## src/rtl/int_alu_pkg.sv

```systemverilog
package int_alu_pkg;
  localparam int OP_W = 5;

  typedef enum logic [OP_W-1:0] {
    OP_ADD  = 5'd0,
    OP_ADDU = 5'd1,
    OP_SUB  = 5'd2,
    OP_SUBU = 5'd3,
    OP_AND  = 5'd4,
    OP_OR   = 5'd5,
    OP_XOR  = 5'd6,
    OP_NOR  = 5'd7,
    OP_SLT  = 5'd8,
    OP_SLTU = 5'd9,
    OP_SLL  = 5'd10,
    OP_SRL  = 5'd11,
    OP_SRA  = 5'd12,
    OP_SLLV = 5'd13,
    OP_SRLV = 5'd14,
    OP_SRAV = 5'd15,
    OP_LUI  = 5'd16
  } alu_op_e;
endpackage

```

## src/rtl/alu_arith.sv

```systemverilog
module alu_arith import int_alu_pkg::*; #(
  parameter int W = 32
) (
  input  logic [W-1:0] a,
  input  logic [W-1:0] b,
  input  alu_op_e      op,
  output logic [W-1:0] sum,
  output logic         ovf_raw,
  output logic         lt_signed,
  output logic         lt_unsigned
);
  logic         sub;
  logic [W-1:0] b_eff;
  logic [W:0]   total;

  always_comb begin
    sub   = (op == OP_SUB) || (op == OP_SUBU) || (op == OP_SLT) || (op == OP_SLTU);
    b_eff = b ^ {W{sub}};
    total = {1'b0, a} + {1'b0, b_eff} + {{W{1'b0}}, sub};
    sum   = total[W-1:0];
    // same-sign inputs, different-sign sum
    ovf_raw     = (a[W-1] == b_eff[W-1]) && (sum[W-1] != a[W-1]);
    lt_signed   = sum[W-1] ^ ovf_raw;
    lt_unsigned = ~total[W];
  end
endmodule

```

## src/rtl/alu_shift.sv

```systemverilog
module alu_shift #(
  parameter int W   = 32,
  parameter int SHW = $clog2(W)
) (
  input  logic [W-1:0]   val,
  input  logic [SHW-1:0] amt,
  input  logic           left,
  input  logic           arith,
  output logic [W-1:0]   res
);
  logic [W-1:0] stage [SHW+1];
  logic         fill;
  logic [W-1:0] out_r;

  always_comb begin
    fill = arith & ~left & val[W-1];
    for (int i = 0; i < W; i++) stage[0][i] = left ? val[W-1-i] : val[i];
  end

  generate
    for (genvar g = 0; g < SHW; g++) begin : g_stage
      localparam int D = 1 << g;
      always_comb begin
        if (amt[g]) stage[g+1] = {{D{fill}}, stage[g][W-1:D]};
        else        stage[g+1] = stage[g];
      end
    end
  endgenerate

  always_comb begin
    out_r = stage[SHW];
    for (int i = 0; i < W; i++) res[i] = left ? out_r[W-1-i] : out_r[i];
  end
endmodule

```

## src/rtl/alu_logic.sv

```systemverilog
module alu_logic import int_alu_pkg::*; #(
  parameter int W = 32
) (
  input  logic [W-1:0] a,
  input  logic [W-1:0] b,
  input  alu_op_e      op,
  output logic [W-1:0] res
);
  always_comb begin
    unique case (op)
      OP_AND:  res = a & b;
      OP_OR:   res = a | b;
      OP_XOR:  res = a ^ b;
      OP_NOR:  res = ~(a | b);
      default: res = '0;
    endcase
  end
endmodule

```

## src/rtl/int_alu.sv

```systemverilog
module int_alu import int_alu_pkg::*; #(
  parameter  int W   = 32,
  localparam int SHW = $clog2(W)
) (
  input  logic            clk,
  input  logic            rst_n,
  input  logic            in_valid,
  output logic            in_ready,
  input  logic [OP_W-1:0] in_op,
  input  logic [W-1:0]    in_a,
  input  logic [W-1:0]    in_b,
  input  logic [SHW-1:0]  in_shamt,
  output logic            out_valid,
  input  logic            out_ready,
  output logic [W-1:0]    out_result,
  output logic            out_ovf
);
  localparam int HW = W / 2;

  alu_op_e        op;
  logic [W-1:0]   sum, logic_res, shift_res;
  logic           ovf_raw, lt_s, lt_u;
  logic [SHW-1:0] sh_amt;
  logic           sh_left, sh_arith, variable_sh;
  logic [W-1:0]   res_d;
  logic           ovf_d;
  logic           accept;

  assign op = alu_op_e'(in_op);

  alu_arith #(.W(W)) u_arith (
    .a(in_a), .b(in_b), .op(op), .sum(sum),
    .ovf_raw(ovf_raw), .lt_signed(lt_s), .lt_unsigned(lt_u)
  );

  alu_logic #(.W(W)) u_logic (.a(in_a), .b(in_b), .op(op), .res(logic_res));

  always_comb begin
    variable_sh = (op == OP_SLLV) || (op == OP_SRLV) || (op == OP_SRAV);
    sh_left     = (op == OP_SLL)  || (op == OP_SLLV);
    sh_arith    = (op == OP_SRA)  || (op == OP_SRAV);
    sh_amt      = variable_sh ? in_a[SHW-1:0] : in_shamt;
  end

  alu_shift #(.W(W), .SHW(SHW)) u_shift (
    .val(in_b), .amt(sh_amt), .left(sh_left), .arith(sh_arith), .res(shift_res)
  );

  always_comb begin
    ovf_d = 1'b0;
    unique case (op)
      OP_ADD, OP_SUB: begin res_d = sum; ovf_d = ovf_raw; end
      OP_ADDU, OP_SUBU: res_d = sum;
      OP_AND, OP_OR, OP_XOR, OP_NOR: res_d = logic_res;
      OP_SLT:  res_d = {{(W-1){1'b0}}, lt_s};
      OP_SLTU: res_d = {{(W-1){1'b0}}, lt_u};
      OP_SLL, OP_SRL, OP_SRA, OP_SLLV, OP_SRLV, OP_SRAV: res_d = shift_res;
      OP_LUI:  res_d = {in_b[HW-1:0], {HW{1'b0}}};
      default: res_d = '0;
    endcase
  end

  assign in_ready = ~out_valid | out_ready;
  assign accept   = in_valid & in_ready;

  always_ff @(posedge clk or negedge rst_n) begin
    if (!rst_n) begin
      out_valid  <= 1'b0;
      out_result <= '0;
      out_ovf    <= 1'b0;
    end else begin
      if (accept) begin
        out_valid  <= 1'b1;
        out_result <= res_d;
        out_ovf    <= ovf_d;
      end else if (out_ready) begin
        out_valid  <= 1'b0;
      end
    end
  end
endmodule

```

## config.mk

```make
export PLATFORM = sky130hd
export DESIGN_NAME = int_alu
export DESIGN_NICKNAME = d
export VERILOG_FILES = /design/src/rtl/int_alu_pkg.sv /design/src/rtl/alu_arith.sv /design/src/rtl/alu_shift.sv /design/src/rtl/alu_logic.sv /design/src/rtl/int_alu.sv
export SDC_FILE = /design/constraint.sdc
export NUM_CORES = 1
export LEC_CHECK = 0
export BUFFER_PORTS_ARGS = -buffer_cell sky130_fd_sc_hd__buf_4
export CAP_MARGIN = 15
export CORE_MARGIN = 2
export CORE_UTILIZATION = 55
export CTS_BUF_LIST = sky130_fd_sc_hd__clkbuf_4
export CTS_CLUSTER_DIAMETER = 80
export DETAILED_ROUTE_END_ITERATION = 12
export PLACE_DENSITY = 0.76
export SLEW_MARGIN = 20
export SYNTH_ARGS = -nofsm -noshare
export SYNTH_HDL_FRONTEND = slang
export SYNTH_SLANG_ARGS = --single-unit
```

## constraint.sdc

```tcl
create_clock -name clk -period 4.1 [get_ports clk]
set_input_delay 0.41 -clock clk [delete_from_list [all_inputs] [get_ports clk]]
set_output_delay 0.41 -clock clk [all_outputs]
set_load 0.01 [all_outputs]
```

==> flow_summary.toml <==
[cts]
cts_hold_repair.buffers = 0
clock_latency_ps = 340
clkSinkCount = 34
tritoncts = "built"
numCtsBuffers = 5
cts_post_setup_buffers_inserted = 0
cts-htree-levels = 2
cts_repair_resize_count = 0
path_clk_slew_ps = 120
ctsRootBufferMaster = "sky130_fd_sc_hd__clkbuf_4"
clockBufferDepth = 2

[power_and_ir_drop]
power-per-cell-area_mw_per_mm2 = 222.7
power_mw = 2.629
ir_worst_vdd_mv = 0.2978
leakagePower_nw = 5.530

[place]
detailed_place_hpwl_um = 35210
port_buffers = 112
final_estimated_routing_congestion_in_global_placement = 1.131
preCtsSetupSlack_ps = -244.6
post-place-cells = 1733

[logic_synthesis]
most_area_consuming_cells_after_synthesis = "sky130_fd_sc_hd__ha_1 13%, sky130_fd_sc_hd__dfrtp_1 9.0%, sky130_fd_sc_hd__mux2i_1 6.6%, sky130_fd_sc_hd__o21ai_0 5.3%, sky130_fd_sc_hd__a21oi_1 4.9%"
synth_enable_flop_cells = 0
synth_flop_cell = "sky130_fd_sc_hd__dfrtp_1"
synth_cells = 1314
synthesis_warning_total = 0
synth_top_area_share_pct = 12.78
synthTopCellsByCount = "116 x sky130_fd_sc_hd__nand2_1, 101 x sky130_fd_sc_hd__o21ai_0, 97 x sky130_fd_sc_hd__ha_1"
post_synth_num_cell_types = 84
synthesis.nets = 1490
synthMostInstantiatedCell = "sky130_fd_sc_hd__nand2_1"
post-synth-top-area-cell = "sky130_fd_sc_hd__ha_1"
synth_async_sr_flop_share_pct = 100.0
synth-seq-cells = 34
synth-seq-area-share_pct = 8.960
synth_area_mm2 = 0.009495
syn-mean-instance-area_um2 = 7.226

[worst_setup_path]
critical_path.endpoint_type = "flop"
setup.worst_path.class = "in2reg"
worst-r2r-setup-slack_ps = 1220
r2r_start = "out_valid$_DFFE_PN0P_"
r2r-end = "out_result[14]$_DFFE_PN0P_"
rr_worst_depth = 9
critPathLaunchType = "input port"
critPathRequiredTime_ps = 4370
worstPathArrival_ps = 4300
path_max_fanout = 71

[drt]
wl_per_cell_um = 25.40
drt_pass1_iterations = 6
via_per_inst = 6.976
detailroute.via_count = 12140
drt_drc_violations_left = 0
routed_wirelength_um = 44190
detail-route-antenna-nets = 0
drt_first_iter_violations = 2067

[grt]
grt_util_all_layers_pct = 47.56
global_route.overflow_total = 0
grt_start_max_net_pins = 72
number_of_global_route_vias_before_repair = 11430
global_route_wire_length_before_repair_um = 66760
grt_antenna_before_repair = 0

[layout]
synthToLayoutAreaGrowth_pct = 24.30
layout-drive-gt1-share_pct = 25.54
antenna-diode-count = 0
num-nets-final = 1691
non_filler_cells_final = 1740
postLayoutCoreUtil_pct = 69.20

[floorplan]
die-area_mm2 = 0.01833
floorplan.die.width_um = 135.4
site_rows = 48
top_level_ports = 113
initial_core_util_pct = 55.67
die_y_um = 135.4
core_area_mm2 = 0.01706

[outcome]
status = "complete, but fails checks"
violations = "negative hold slack"

[timing]
final-setup-viol-count = 0
fin_ws_ps = 63.56
fmaxAchievable_mhz = 247.7
grt_setup_unrepaired = "false"
timing_hold_violations_final = 9
final_slew_viol_count = 0
worst_pin_slew_ps = 1117
whs_ps = -9.592
final.setup_skew_ps = 16.07
max-slew-margin-rel_pct = 23.63
finalCritPeriodShare_pct = 98.45
fin_crit_ps = 4036

[job]
number_of_max_cap_violations = 0

[min_path]
class_of_the_worst_hold_path = "in2async"
## worst max-delay path by stage
| stage | depth (start not counted) | to | slack, ps | from |
|---|---|---|---|---|
| floorplan | 17 | out_result[22]$_DFFE_PN0P_ | -4 | in_op[2] |
| global placement | 18 | out_result[30]$_DFFE_PN0P_ | -120 | in_op[1] |
| detailed placement | 15 | out_result[29]$_DFFE_PN0P_ | -240 | in_op[1] |
| CTS | 15 | out_result[29]$_DFFE_PN0P_ | 90 | in_op[1] |
| global route | 18 | out_result[30]$_DFFE_PN0P_ | 50 | in_op[1] |
| finish | 14 | out_result[14]$_DFFE_PN0P_ | 60 | in_op[1] |
## registers in the layout (all words and copies together), names as in the netlist
signal	cells
out_result	32
out_ovf	1
out_valid	1
## kinds of logic after synthesis
logic type	synth area share [%]
adder cells (fa/ha/maj)	12.99
XOR/XNOR	5.916
flip-flops	8.960
buffers and inverters	9.118
multiplexers	10.83
AND/OR/NAND/NOR	15.68
AO/OA/AOI/OAI	36.50
## routing by layer
layer	part of all wire, %	up-vias	track usage, %
met5	0	-	0
met3	13	196	9.353
li1	-	5338	-
met1	38	5630	62.53
met4	7.7	0	28.59
met2	42	974	72.00
## worst max-delay path, stage by stage
cell	delay, ps
sky130_fd_sc_hd__buf_4	90
sky130_fd_sc_hd__buf_4	530
sky130_fd_sc_hd__buf_4	570
sky130_fd_sc_hd__a22oi_1	170
sky130_fd_sc_hd__o221ai_1	360
sky130_fd_sc_hd__buf_4	200
sky130_fd_sc_hd__mux2i_1	70
sky130_fd_sc_hd__mux2i_1	160
sky130_fd_sc_hd__mux2i_1	160
sky130_fd_sc_hd__buf_4	190
sky130_fd_sc_hd__a2111oi_0	980
sky130_fd_sc_hd__buf_4	240
sky130_fd_sc_hd__a221oi_1	40
sky130_fd_sc_hd__nand2_1	100
## where the power goes
group	switching, mW	internal (mW)
registers	0.0279	0.367
clock network	0.118	0.123
logic	1.13	0.863
total	1.28	1.35
## area by class of cell
cell class	count	area (µm²)
tap	225	281.5
fill	1539	5254
clock inverter	2	33.78
sequential	34	850.8
multi-input combinational	1079	7814
inverter	78	292.8
clock buffer	5	37.54
timing repair buffer	317	2492
## cells in the final DEF (no fill, tap or decap), types with 11 or more instances in the layout
cell,Yosys,layout
sky130_fd_sc_hd__nor2_1,94,93
sky130_fd_sc_hd__inv_1,78,78
sky130_fd_sc_hd__nor3_1,25,25
sky130_fd_sc_hd__o221ai_1,29,29
sky130_fd_sc_hd__a21o_1,24,24
sky130_fd_sc_hd__dfrtp_1,34,34
sky130_fd_sc_hd__o21ai_0,101,99
sky130_fd_sc_hd__o22ai_1,17,17
sky130_fd_sc_hd__a21oi_1,93,92
sky130_fd_sc_hd__o21a_1,11,11
sky130_fd_sc_hd__o211ai_1,22,22
sky130_fd_sc_hd__a222oi_1,16,16
sky130_fd_sc_hd__nand2_1,116,116
sky130_fd_sc_hd__nand3_1,19,19
sky130_fd_sc_hd__mux2_2,32,32
sky130_fd_sc_hd__and3_1,14,14
sky130_fd_sc_hd__xnor2_1,51,51
sky130_fd_sc_hd__a211oi_1,15,15
sky130_fd_sc_hd__mux2i_1,63,61
sky130_fd_sc_hd__buf_4,8,308
sky130_fd_sc_hd__a31oi_1,18,18
sky130_fd_sc_hd__a32oi_1,20,20
sky130_fd_sc_hd__ha_1,97,97
sky130_fd_sc_hd__a221oi_1,14,14
sky130_fd_sc_hd__a22oi_1,39,39
## per-stage QoR
| stage | cell area [µm²] | setup TNS, ps | hold WS (ps) |
|---|---|---|---|
| 2_1_floorplan | 9503 | -4.398 | 114.4 |
| 3_3_place_gp | 11720 | -374.2 | 386.3 |
| 3_5_place_dp | 11720 | -1786 | 384.3 |
| 4_1_cts | 11790 | 0 | 12.00 |
| 5_1_grt | 11800 | 0 | 5.367 |
| 6_report | 11800 | 0 | -9.592 |
No activity file was read; power rests on OpenSTA's default activity.
